==> config.mk <==
export PLATFORM = sky130hd
export DESIGN_NAME = ci_change_det
export DESIGN_NICKNAME = d
export VERILOG_FILES = /design/src/rtl/ci_pkg.sv /design/src/rtl/ci_lastlook.sv /design/src/rtl/ci_outbuf.sv /design/src/rtl/ci_irqgen.sv /design/src/rtl/ci_change_det.sv
export SDC_FILE = /design/constraint.sdc
export NUM_CORES = 1
export LEC_CHECK = 0
export BUFFER_PORTS_ARGS = -buffer_cell sky130_fd_sc_hd__buf_2
export CORE_UTILIZATION = 48
export CTS_BUF_LIST = sky130_fd_sc_hd__clkbuf_2 sky130_fd_sc_hd__clkbuf_4 sky130_fd_sc_hd__clkbuf_8
export DETAILED_ROUTE_END_ITERATION = 12
export GPL_TIMING_DRIVEN = 0
export PLACE_DENSITY = 0.76
export SLEW_MARGIN = 25
export SYNTH_ARGS = -nofsm -noshare
export SYNTH_HDL_FRONTEND = slang
export SYNTH_SLANG_ARGS = --single-unit
==> constraint.sdc <==
create_clock -name clk -period 1.41 [get_ports clk]
set_input_delay 0.0705 -clock clk [delete_from_list [all_inputs] [get_ports clk]]
set_output_delay 0.0705 -clock clk [all_outputs]
set_load 0.1 [all_outputs]
==> src/rtl/ci_pkg.sv <==
package ci_pkg;
  parameter int CI_W_DEF = 4;

  typedef enum logic {
    FLT_IDLE  = 1'b0,
    FLT_ARMED = 1'b1
  } flt_state_e;
endpackage

==> src/rtl/ci_lastlook.sv <==
module ci_lastlook #(
  parameter int CI_W = ci_pkg::CI_W_DEF
) (
  input  logic            clk,
  input  logic            rst_n,
  input  logic            stb_i,
  input  logic [CI_W-1:0] val_i,
  input  logic            bypass_i,
  output logic            acc_o,
  output logic [CI_W-1:0] last_o
);
  import ci_pkg::*;

  localparam logic [CI_W-1:0] LAST_RST = {CI_W{1'b1}};

  flt_state_e      st_q, st_d;
  logic [CI_W-1:0] cand_q, cand_d;
  logic [CI_W-1:0] last_q, last_d;
  logic            differs, matches_cand, acc;

  assign differs      = (val_i != last_q);
  assign matches_cand = (st_q == FLT_ARMED) && (val_i == cand_q);

  always_comb begin
    st_d   = st_q;
    cand_d = cand_q;
    last_d = last_q;
    acc    = 1'b0;
    if (stb_i) begin
      if (bypass_i) begin
        st_d = FLT_IDLE;
        acc  = differs;
      end else if (!differs) begin
        st_d = FLT_IDLE;
      end else if (matches_cand) begin
        st_d = FLT_IDLE;
        acc  = 1'b1;
      end else begin
        st_d   = FLT_ARMED;
        cand_d = val_i;
      end
      if (acc) last_d = val_i;
    end
  end

  always_ff @(posedge clk or negedge rst_n) begin
    if (!rst_n) begin
      st_q   <= FLT_IDLE;
      cand_q <= '0;
      last_q <= LAST_RST;
    end else begin
      st_q   <= st_d;
      cand_q <= cand_d;
      last_q <= last_d;
    end
  end

  assign acc_o  = acc;
  assign last_o = last_q;
endmodule

==> src/rtl/ci_outbuf.sv <==
module ci_outbuf #(
  parameter int CI_W = ci_pkg::CI_W_DEF
) (
  input  logic            clk,
  input  logic            rst_n,
  input  logic            acc_i,
  input  logic [CI_W-1:0] val_i,
  input  logic            ready_i,
  output logic [CI_W-1:0] data_o,
  output logic            valid_o,
  output logic            ovr_o
);
  logic [CI_W-1:0] data_q;
  logic            full_q, ovr_q, take;

  assign take = full_q && ready_i;

  always_ff @(posedge clk or negedge rst_n) begin
    if (!rst_n) begin
      data_q <= '0;
      full_q <= 1'b0;
      ovr_q  <= 1'b0;
    end else if (acc_i) begin
      data_q <= val_i;
      full_q <= 1'b1;
      ovr_q  <= full_q && !ready_i;
    end else if (take) begin
      full_q <= 1'b0;
      ovr_q  <= 1'b0;
    end
  end

  assign data_o  = data_q;
  assign valid_o = full_q;
  assign ovr_o   = ovr_q;
endmodule

==> src/rtl/ci_irqgen.sv <==
module ci_irqgen (
  input  logic clk,
  input  logic rst_n,
  input  logic acc_i,
  input  logic clr_i,
  input  logic mask_i,
  output logic irq_o
);
  logic evt_q;

  always_ff @(posedge clk or negedge rst_n) begin
    if (!rst_n)      evt_q <= 1'b0;
    else if (acc_i)  evt_q <= 1'b1;
    else if (clr_i)  evt_q <= 1'b0;
  end

  assign irq_o = evt_q && !mask_i;
endmodule

==> src/rtl/ci_change_det.sv <==
module ci_change_det #(
  parameter int CI_W = ci_pkg::CI_W_DEF
) (
  input  logic            clk,
  input  logic            rst_n,
  input  logic            frame_stb,
  input  logic [CI_W-1:0] ci_in,
  input  logic            bypass,
  input  logic            out_ready,
  input  logic            irq_mask,
  input  logic            irq_clr,
  output logic [CI_W-1:0] out_data,
  output logic            out_valid,
  output logic            overrun,
  output logic            irq
);
  logic            acc_stb;
  logic [CI_W-1:0] last_val;

  ci_lastlook #(.CI_W(CI_W)) u_flt (
    .clk(clk), .rst_n(rst_n), .stb_i(frame_stb), .val_i(ci_in),
    .bypass_i(bypass), .acc_o(acc_stb), .last_o(last_val)
  );

  ci_outbuf #(.CI_W(CI_W)) u_buf (
    .clk(clk), .rst_n(rst_n), .acc_i(acc_stb), .val_i(ci_in),
    .ready_i(out_ready), .data_o(out_data), .valid_o(out_valid),
    .ovr_o(overrun)
  );

  ci_irqgen u_irq (
    .clk(clk), .rst_n(rst_n), .acc_i(acc_stb), .clr_i(irq_clr),
    .mask_i(irq_mask), .irq_o(irq)
  );
endmodule

# After elaboration in Yosys (flattened, before gate mapping)
# Index checks and enable logic that the tools add are counted.
classes:
  eq_ne: 2
  n_mux: 13
  reduce_logical: 10
  bitwise_logic: 2
op_table:
  columns: ["cell", "n"]
  rows:
  - ["2-to-1 mux 1 bit", 13]
  - ["equality test 4 bit", 1]
  - ["logical AND 1 bit", 4]
  - ["!= test 4 bit", 1]
  - ["AND reduction 4 bit", 1]
  - ["nonzero test 2 bit", 2]
  - ["zero test 1 bit", 2]
  - ["NOT 1 bit", 2]
  - ["AND reduction 2 bit", 1]
word_totals:
  wordCells: 34
  regBits: 16

# Longest topological paths before layout
# Gate-level depths: netlist of run 1.
logic_depth:
  ltp_word: 8
  ltp_mapped: 5
  mapped_depth_nobuf: 5

# Cells and area by module
# A second synthesis of run 1 with hierarchy kept.
unflattened:
  cells_unflattened: 76
  hier_area_um2: 867.1
modules_own_cells:
  columns: ["mod", "cells_each", "seq_area_each_um2", "n_inst", "area_per_inst_um2"]
  rows:
  - ["ci_lastlook", 57, 230.2, 1, 575.6]
  - ["ci_outbuf", 15, 150.1, 1, 249.0]
  - ["ci_irqgen", 4, 25.0, 1, 42.5]

# Worst setup path after synthesis of run 1
# Ideal clock, no wire load.
synth_path:
  kind: "register to output"
  startpoint: "reg u_irq.evt_q"
  endpoint: "out irq"
  required_ns: 1.340
  arrival_time_ns: 1.602
  slack_ns: -0.263
  path_stages_with_launch: 3
  path_cell_list: "dfrtp_1 -> inv_1 -> nor2_1"
synth_via:
  elab_chain_len: 1
synth_rtl:
  columns: ["element", "line", "rtl"]
  rows:
  - ["start, declared", "ci_irqgen.sv:9", "logic evt_q;"]
  - ["start signal, assigned", "ci_irqgen.sv:12", "if (!rst_n) evt_q <= 1'b0;"]
  - ["start signal, assigned", "ci_irqgen.sv:13", "else if (acc_i) evt_q <= 1'b1;"]
  - ["start signal, assigned", "ci_irqgen.sv:14", "else if (clr_i) evt_q <= 1'b0;"]
  - ["logical AND 1 bit", "ci_irqgen.sv:17", "assign irq_o = evt_q && !mask_i;"]
  - ["end, declared", "ci_change_det.sv:15", "output logic irq"]
# No other way between the ends.

# Worst setup path after layout of run 1
layout_path:
  startpoint: "reg u_flt.cand_q[3]"
  endpoint: "reg u_buf.data_q[0] (netlist: u_buf.data_o[0])"
layout_via:
  elab_chain_len: 7
layout_rtl:
  columns: ["element", "line", "rtl"]
  rows:
  - ["start, declared", "ci_lastlook.sv:17", "logic [CI_W-1:0] cand_q, cand_d;"]
  - ["start signal, assigned", "ci_lastlook.sv:53", "cand_q <= cand_d;"]
  - ["equality test 4 bit", "ci_lastlook.sv:22", "assign matches_cand = (st_q == FLT_ARMED) && (val_i == cand_q);"]
  - ["logical AND 1 bit", "ci_lastlook.sv:22", null]
  - ["2-to-1 mux 1 bit", "ci_lastlook.sv:35", "end else if (matches_cand) begin"]
  - ["2-to-1 mux 1 bit", "ci_lastlook.sv:33", "end else if (!differs) begin"]
  - ["2-to-1 mux 1 bit", "ci_lastlook.sv:30", "if (bypass_i) begin"]
  - ["2-to-1 mux 1 bit (2 in series)", "ci_lastlook.sv:29", "if (stb_i) begin"]
  - ["end signal, assigned", "ci_outbuf.sv:24", "data_q <= val_i;"]
  - ["end, declared", "ci_outbuf.sv:13", "logic [CI_W-1:0] data_q;"]
# No other way between the ends. The select of a mux whose other input is x is not followed.
# A chain may end at the register's enable or synchronous reset.

==> results.py, run 1 <==
metrics = {
    "run_status": {
        "status": "finished, violations left",
        "violations": "negative setup slack",
    },
    "timing": {
        "worst_slew_pin_slew_ns": 0.487,
        "final_hold_viol_count": 0,
        "fmax_mhz": 606,
        "setup-violations-final": 15,
        "finalCriticalPeriod_ns": 1.65,
        "tns_ns": -2.36,
        "skew_ns": 0.00513,
        "drv_slew": 0,
        "post-route-worst-setup-slack_ns": -0.239,
        "finalCritPeriodShare_pct": 117,
        "rsz0062_at_grt": "true",
        "slew_headroom_pct": 67.7,
    },
    "setup_path": {
        "required_ns": 1.57,
        "crit_arrival_ns": 1.81,
        "cp_slowest_cell": "dfrtp_1",
        "critical_path_buf_inv_count": 0,
        "worstPathCellList": "xor2_1, nor3_1, a31o_2, nor2b_4, mux2_4",
        "worstPathMaxFanout": 5,
        "worst_setup_path_end_kind": "register",
        "crit_family": "simple AND/OR/NAND/NOR gates",
        "critPathMaxStageDelay_ns": 0.39,
        "cp-start-kind": "register",
        "criticalPathCategory": "reg2reg",
    },
    "floorplanning": {
        "ioPinCount": 18,
        "coreArea_mm2": 0.00137,
        "die_area_mm2": 0.00169,
        "rows": 13,
        "die_y_um": 41.1,
        "die_w_um": 41.1,
        "initial_core_util_pct": 53.8,
    },
    "clocking": {
        "cts_buffers": 3,
        "clk_pin_slew_worst_paths_ns": 0.09,
        "h-tree-depth": 1,
        "worst_skew_pair.late_latency_ns": 0.28,
        "cts_root_buf": "clkbuf_4",
        "cts.sinks": 16,
        "clockBufferDepth": 2,
        "cts_tree": "done",
    },
    "global_routing": {
        "track_usage_pct": 17.3,
        "antenna_found_initial": 0,
        "grt_pass1_wl_um": 1860,
        "grt_pass1_vias": 454,
        "grt_max_degree": 17,
        "grt_overflow": 0,
    },
    "route": {
        "dr_wl_met2_um": 687,
        "viasPerCell": 5.12,
        "ant_nets": 0,
        "wl_per_cell_um": 14.3,
        "wl_met3_um": 53,
        "wl_um": 1420,
        "drt_pass1_iterations": 2,
        "drc": 0,
        "drtIter0Drc": 2,
        "num_vias": 507,
        "highest_layer": "met4",
        "wl_met1_um": 674,
    },
    "placed_design": {
        "port_buffers": 17,
        "post-dp-hpwl_um": 883,
        "gp_congestion": 0.682,
        "placed_area_um2": 841,
    },
    "min_path": {
        "min-delay-path-class": "in2reg",
    },
    "pwr": {
        "power.density_mw_per_mm2": 1520,
        "vdd_drop_max_mv": 0.813,
        "p_leak_nw": 0.494,
    },
    "cells_and_area": {
        "drive_gt1_share_pct": 61.9,
        "final_cell_area_mm2": 0.00102,
        "utilization_pct": 74.5,
        "antenna_cells": 0,
        "layout.nets": 96,
        "layout_common_cells": "17 x buf_2, 12 x dfrtp_1, 8 x mux2_4, 5 x buf_4",
        "nFillCells": 87,
        "final_common_cell": "buf_2",
        "area_delta_synth_final_pct": 38.7,
    },
    "yosys": {
        "synth_area_um2": 734,
        "synth_nets": 66,
        "ys_warn_count": 0,
        "synth.avg_cell_area_um2": 13.4,
        "postSynthCellCount": 55,
        "ys_ff_latch": 16,
        "ys_types": 18,
        "ys_seq_area_share_pct": 55.2,
    },
    "flow_run": {
        "max_cap_viol_count": 0,
    },
}
[synth_stat cells]
master | n | area [um^2]
nand3_1 | 1 | 5.00
dfstp_2 | 4 | 105
nor2_1 | 3 | 11.3
mux2_4 | 4 | 60.1
xor2_1 | 3 | 26.3
inv_1 | 4 | 15.0
nand4_1 | 1 | 6.26
o22ai_1 | 3 | 18.8
nand2_2 | 1 | 6.26
dfrtp_1 | 12 | 300
xnor2_1 | 5 | 43.8
a31o_2 | 1 | 8.76
nor3_1 | 1 | 5.00
nand2_1 | 2 | 7.51
mux2_1 | 5 | 56.3
nor2b_4 | 1 | 13.8
mux2_2 | 3 | 33.8
o221a_1 | 1 | 11.3
[registers in the layout, indices dropped and copies added (netlist names)]
name           cells
u_buf.data_o       4
u_buf.valid_o      1
u_irq.evt_q        1
u_flt.st_q         1
u_buf.ovr_o        1
u_flt.cand_q       4
u_flt.last_o       4
[where the power goes]
group / internal [W] / switching [W]
Combinational: 0.000214 / 0.000427
Clock: 0.000157 / 0.000135
Sequential: 0.000561 / 0.0000585
[area by class of cell]
cell class	instances	area (um^2)	area share [%]
Sequential cell	16	405	39.8
Multi-Input combinational cell	35	390	38.3
Timing Repair Buffer	25	153	15.0
Clock buffer	4	36.3	3.56
Tap cell	15	18.8	1.84
Inverter	4	15.0	1.47
[through the flow]
| step | cells | hold slack (ns) | power, W | worst slack [ns] |
|---|---|---|---|---|
| after floorplan | 55 | -0.225 | 0.00107 | -0.113 |
| after global placement | 87 | -0.00363 | 0.00117 | -0.234 |
| after detailed placement | 87 | -0.00488 | 0.00118 | -0.225 |
| after CTS | 97 | 0.0505 | 0.00150 | -0.195 |
| after global routing | 99 | 0.0731 | 0.00163 | -0.314 |
| final | 99 | 0.0813 | 0.00155 | -0.239 |
[kinds of logic (layout without fill, tap and decap cells)]
kind of cell    after synthesis  count (layout)  share of synthesized area, %
compound gates                5               5                          5.28
xor+xnor                      8               8                          9.54
buf+inv                       4              33                          2.04
flops                        16              16                          55.2
mux                          12              12                          20.4
simple gates                 10              10                          7.50
[timing repair]
item / in CTS / in global routing
endpoints found under the hold margin: 18 / 0
hold buffers: 3 / 0
setup buffers: 3 / 2
resized for setup: 6 / 10
endpoints found under the setup margin: 13 / 16
pin swaps: 1 / 3
[routing by layer]
layer	vias up	GRT usage (%)
met4	0	7.26
met1	246	21.6
met2	13	28.9
met3	2	3.26
li1	246	-
met5	-	0
[worst paths after layout]
kind,start,endpoint,slack (ns),cells past startpoint
setup / recovery,u_flt.cand_q[3]$_DFFE_PN0P_,u_buf.data_o[0]$_DFFE_PN0P_,-0.24,5
hold / removal,frame_stb,u_flt.st_q$_DFFE_PN0P_,0.08,2
setup reg to reg,u_flt.cand_q[3]$_DFFE_PN0P_,u_buf.data_o[0]$_DFFE_PN0P_,-0.24,5
hold reg to reg,u_buf.data_o[0]$_DFFE_PN0P_,u_buf.data_o[0]$_DFFE_PN0P_,0.51,1
max in group asynchronous,rst_n,u_flt.last_o[1]$_DFFE_PN1P_,0.87,2
min in group asynchronous,rst_n,u_buf.valid_o$_DFFE_PN0P_,0.23,2
(Power assumes the default switching activity.)
==> run 2: changes to the inputs <==
Settings changed: CORE_UTILIZATION 48 to 35, PLACE_DENSITY 0.76 to unset.
Clock period 1.41 ns to 1.9 ns, I/O delays scaled along.
==> run 2 against run 1 <==
  * The flow now finishes without violations
  * Final cell count rose by 6.1%
  * Clock-buffer cell count did not move
  * Via count fell by 5.7%
  * Clock skew fell by 0.0046 ns
  * Power fell by 30%
  * Sequential power fell by 27%
  * Sequential share of layout area rose by 4.8 points
  * Critical path depth did not move
  * Routed wire length fell by 15%
  * First-iteration DRC count did not move
  * Register-to-register slack improved by 0.40 ns
  * Highest routed layer unchanged
==> results.py, run 2 (synthesis gave the netlist of run 1 again) <==
metrics = {
    "global_routing": {
        "busiest_layer": "met2",
        "grt_util_met3_pct": 2.26,
        "grt_overflow": 0,
        "antenna_found_initial": 0,
        "grt_max_degree": 17,
        "gr-usage-met1_pct": 15.9,
        "grt_pass1_vias": 435,
        "grt_pass1_wl_um": 1800,
        "track_usage_pct": 12.0,
        "use_met2_pct": 17.6,
    },
    "pwr": {
        "power.total_w": 0.00108,
        "pwr-share-clk_pct": 20.1,
        "comb_power_share_pct": 38.4,
        "p_leak_nw": 0.420,
        "switching_share_pct": 39.9,
        "power.density_mw_per_mm2": 1190,
        "p_int_w": 0.000651,
        "p_switching_w": 0.000433,
        "power_frac_seq_pct": 41.6,
        "vdd_drop_max_mv": 0.791,
    },
    "setup_path": {
        "required_ns": 2.07,
        "r2r_start": "u_flt.cand_q[2]$_DFFE_PN0P_",
        "criticalPathCategory": "reg2reg",
        "crit_arrival_ns": 1.91,
        "reg2reg_slack_ns": 0.16,
        "cp_slowest_cell": "dfrtp_1",
        "worstPathCellList": "xor2_1, nor3_1, a31o_2, nor2b_4, mux2_4",
        "crit_family": "simple AND/OR/NAND/NOR gates",
        "reg2reg_depth": 5,
        "worstReg2RegEnd": "u_buf.data_o[3]$_DFFE_PN0P_",
        "worstPathMaxFanout": 5,
        "cp-start-kind": "register",
        "worst_setup_path_end_kind": "register",
        "critPathMaxStageDelay_ns": 0.39,
        "critical_path_buf_inv_count": 0,
    },
    "min_path": {
        "hp-start": "out_ready",
        "holdPathEnd": "u_buf.valid_o$_DFFE_PN0P_",
        "holdPathStages": 2,
        "min-delay-path-class": "in2reg",
    },
    "placed_design": {
        "port_buffers": 17,
        "place_ws_ns": 0.166,
        "gp_congestion": 0.687,
        "post-dp-hpwl_um": 909,
        "placed_area_um2": 853,
    },
    "floorplanning": {
        "ioPinCount": 18,
        "coreArea_mm2": 0.00196,
        "initial_core_util_pct": 37.4,
        "die_y_um": 47.8,
        "rows": 16,
        "die_w_um": 47.8,
        "die_area_mm2": 0.00229,
    },
    "route": {
        "drtIter0Drc": 2,
        "viasPerCell": 4.55,
        "ant_nets": 0,
        "drc": 0,
        "drt_pass1_iterations": 2,
        "wl_per_cell_um": 11.5,
        "num_vias": 478,
        "wl_um": 1200,
    },
    "timing": {
        "slew_headroom_pct": 67.5,
        "finalCriticalPeriod_ns": 1.74,
        "rsz0062_at_grt": "false",
        "finalCritPeriodShare_pct": 91.7,
        "setup-violations-final": 0,
        "worst_slew_pin_slew_ns": 0.491,
        "drv_slew": 0,
        "fmax_mhz": 574,
        "post-route-worst-setup-slack_ns": 0.157,
        "final_hold_viol_count": 0,
        "tns_ns": 0,
        "skew_ns": 0.000559,
    },
    "clocking": {
        "clockBufferDepth": 2,
        "cts.sinks": 16,
        "cts_root_buf": "clkbuf_4",
        "clk_pin_slew_worst_paths_ns": 0.09,
        "worst_skew_pair.late_latency_ns": 0.28,
        "cts_buffers": 3,
        "h-tree-depth": 1,
        "cts_tree": "done",
        "cts_resized": 0,
    },
    "cells_and_area": {
        "final_cell_area_um2": 910,
        "drive_gt1_share_pct": 44.9,
        "area_delta_synth_final_pct": 23.9,
        "antenna_cells": 0,
        "final_common_cell": "buf_2",
        "layout.nets": 90,
        "layout_common_cells": "17 x buf_2, 12 x dfrtp_1, 5 x xnor2_1, 5 x mux2_1",
    },
    "flow_run": {
        "max_cap_viol_count": 0,
    },
    "run_status": {
        "status": "finished clean",
    },
}
## run 2: cell count changes in the layout (fill, tap and decap cells not counted), sizes merged
cell	delta
buf	-5
dlygate4sd3	-1
## run 2: what timing repair did
action | 4_1_cts | 5_1_grt
hold buffers | 2 | 0
buffers inserted | 0 | 0
hold endpoints to repair | 16 | 0
## run 2: per-stage QoR
step	hold WS, ns	utilization (%)	instances
after floorplan	-0.201	-	55
after global placement	0.0298	43.5	99
after detailed placement	0.0262	43.5	99
after CTS	0.0204	46.4	105
after global routing	0.0345	46.4	105
final	0.0290	46.4	105
## run 2: cell type report
class / instances / area, um^2
fill: 203 / 1050
sequential: 16 / 405
multi-input combinational: 35 / 314
timing repair buffer: 19 / 105
clock buffer: 4 / 36.3
tap: 27 / 33.8
inverter: 4 / 15.0
## run 2: power groups by stage
stage	clock network, W	registers, W	logic (W)
2_1_floorplan	0	0.000653	0.000143
3_3_place_gp	0	0.000456	0.000414
3_5_place_dp	0	0.000458	0.000416
4_1_cts	0.000229	0.000451	0.000420
5_1_grt	0.000237	0.000460	0.000441
6_report	0.000217	0.000451	0.000416
## run 2: per-layer routing
metal / wire (um) / up-vias
li1: - / 235
met1: 600 / 222
met2: 510 / 19
met3: 77 / 2
met4: 14 / 0
met5: 0 / -
## run 2: worst max-delay path by stage
stage                           startpoint                           to  cells after the start
2_1_floorplan      u_irq.evt_q$_DFFE_PN0P_                          irq                      2
3_3_place_gp   u_flt.cand_q[2]$_DFFE_PN0P_  u_buf.data_o[3]$_DFFE_PN0P_                      5
3_5_place_dp   u_flt.cand_q[2]$_DFFE_PN0P_  u_buf.data_o[3]$_DFFE_PN0P_                      5
4_1_cts        u_flt.cand_q[2]$_DFFE_PN0P_  u_buf.data_o[3]$_DFFE_PN0P_                      5
5_1_grt        u_flt.cand_q[2]$_DFFE_PN0P_  u_buf.data_o[0]$_DFFE_PN0P_                      5
6_report       u_flt.cand_q[2]$_DFFE_PN0P_  u_buf.data_o[3]$_DFFE_PN0P_                      5
==> run 3: changes to the inputs <==
Settings changed: MAX_ROUTING_LAYER set to met4, RECOVER_POWER set to 25.
==> run 3 against run 2 <==
  * Non-clock buffer count unchanged
  * Register-to-register slack about the same
  * First-iteration DRC count is the same
  * Largest cell class unchanged
==> results.py, run 3 (synthesis gave the netlist of run 1 again) <==
metrics = {
    "global_routing": {
        "antenna_found_initial": 0,
        "busiest_layer": "met2",
        "use_met2_pct": 17.6,
        "gr-usage-met1_pct": 15.9,
        "grt_overflow": 0,
        "track_usage_pct": 12.4,
        "grt_util_met3_pct": 2.26,
        "grt_max_degree": 17,
        "grt_pass1_wl_um": 1800,
        "grt_pass1_vias": 435,
    },
    "clocking": {
        "worst_skew_pair.late_latency_ns": 0.28,
        "cts_buffers": 3,
        "cts_tree": "done",
        "cts.sinks": 16,
        "clockBufferDepth": 2,
        "postCtsSetupRepairBufs": 0,
        "cts_root_buf": "clkbuf_4",
        "h-tree-depth": 1,
        "clk_pin_slew_worst_paths_ns": 0.09,
    },
    "timing": {
        "fmax_mhz": 574,
        "finalCritPeriodShare_pct": 91.7,
        "worst_slew_pin_slew_ns": 0.831,
        "setup-violations-final": 0,
        "drv_slew": 0,
        "skew_ns": 0.000559,
        "tns_ns": 0,
        "hold_ws_ns": 0.0290,
        "finalCriticalPeriod_ns": 1.74,
        "final_hold_viol_count": 0,
        "rsz0062_at_grt": "false",
        "slew_headroom_pct": 44.6,
    },
    "cells_and_area": {
        "final_cell_area_um2": 908,
        "layout_common_cells": "16 x buf_2, 12 x dfrtp_1, 5 x xnor2_1, 5 x mux2_1",
        "layout.nets": 90,
        "drive_gt1_share_pct": 43.6,
        "area_delta_synth_final_pct": 23.7,
        "final_common_cell": "buf_2",
        "antenna_cells": 0,
    },
    "setup_path": {
        "cp-start-kind": "register",
        "cp_slowest_cell": "dfrtp_1",
        "worstPathMaxFanout": 5,
        "worst_setup_path_end_kind": "register",
        "criticalPathCategory": "reg2reg",
        "reg2reg_depth": 5,
        "crit_arrival_ns": 1.91,
        "worstPathCellList": "xor2_1, nor3_1, a31o_2, nor2b_4, mux2_4",
        "required_ns": 2.07,
        "critPathMaxStageDelay_ns": 0.39,
    },
    "placed_design": {
        "gp_congestion": 0.694,
        "port_buffers": 17,
        "placed_area_um2": 853,
        "post-dp-hpwl_um": 909,
    },
    "run_status": {
        "status": "finished clean",
    },
    "route": {
        "num_vias": 478,
        "drtIter0Drc": 2,
        "wl_per_cell_um": 11.4,
        "wl_um": 1200,
        "viasPerCell": 4.55,
        "drc": 0,
        "drt_pass1_iterations": 2,
        "ant_nets": 0,
    },
    "min_path": {
        "holdPathStages": 2,
        "min-delay-path-class": "in2reg",
    },
    "pwr": {
        "p_leak_nw": 0.417,
        "vdd_drop_max_mv": 0.791,
        "power.density_mw_per_mm2": 1190,
    },
    "floorplanning": {
        "rows": 16,
        "initial_core_util_pct": 37.4,
        "ioPinCount": 18,
        "die_area_mm2": 0.00229,
        "die_w_um": 47.8,
        "die_y_um": 47.8,
        "coreArea_mm2": 0.00196,
    },
    "flow_run": {
        "max_cap_viol_count": 0,
    },
}
-- run 3: area by class of cell --
type | count | area [um^2]
Fill cell | 204 | 1050
Sequential cell | 16 | 405
Multi-Input combinational cell | 35 | 314
Timing Repair Buffer | 19 | 104
Clock buffer | 4 | 36.3
Tap cell | 27 | 33.8
Inverter | 4 | 15.0
-- run 3: through the flow --
stage	util [%]	cells	setup WS [ns]	power (W)
after CTS	46.4	105	0.150	0.00110
final	46.3	105	0.157	0.00108
after global routing	46.3	105	0.0329	0.00114
after detailed placement	43.5	99	0.166	0.000874
after floorplan	-	55	0.203	0.000796
after global placement	43.5	99	0.171	0.000869
-- run 3: timing repair --
action	CTS	global route
hold buffers	2	0
gates resized for setup	0	0
endpoints found under the hold margin	16	0
-- run 3: final timing paths --
kind | from | to | slack, ns
max | u_flt.cand_q[2]$_DFFE_PN0P_ | u_buf.data_o[3]$_DFFE_PN0P_ | 0.16
min | out_ready | u_buf.valid_o$_DFFE_PN0P_ | 0.03
max reg2reg | u_flt.cand_q[2]$_DFFE_PN0P_ | u_buf.data_o[3]$_DFFE_PN0P_ | 0.16
min reg2reg | u_buf.data_o[3]$_DFFE_PN0P_ | u_buf.data_o[3]$_DFFE_PN0P_ | 0.51
max in group asynchronous | rst_n | u_flt.cand_q[0]$_DFFE_PN0P_ | 0.97
min in group asynchronous | rst_n | u_irq.evt_q$_DFFE_PN0P_ | 0.42
-- run 3: critical path: cells and delay by family, from the launching register on --
| family | cells | cell delay, ns |
|---|---|---|
| compound gates | 1 | 0.24 |
| mux | 1 | 0.33 |
| simple gates | 2 | 0.52 |
| xor+xnor | 1 | 0.16 |
| flops | 1 | 0.39 |
-- run 3: layer usage --
| metal | share of wire, % | vias to the layer above |
|---|---|---|
| li1 | - | 235 |
| met1 | 50 | 222 |
| met2 | 42 | 19 |
| met3 | 6.4 | 2 |
| met4 | 1.2 | 0 |
| met5 | 0 | - |
-- run 3: where the power goes --
part	switching [W]	internal [W]	total [W]	leakage, nW
Sequential	0.0000353	0.000415	0.000451	0.185
Clock	0.000101	0.000116	0.000217	0.0210
Combinational	0.000297	0.000119	0.000416	0.211
Total	0.000433	0.000651	0.00108	0.417
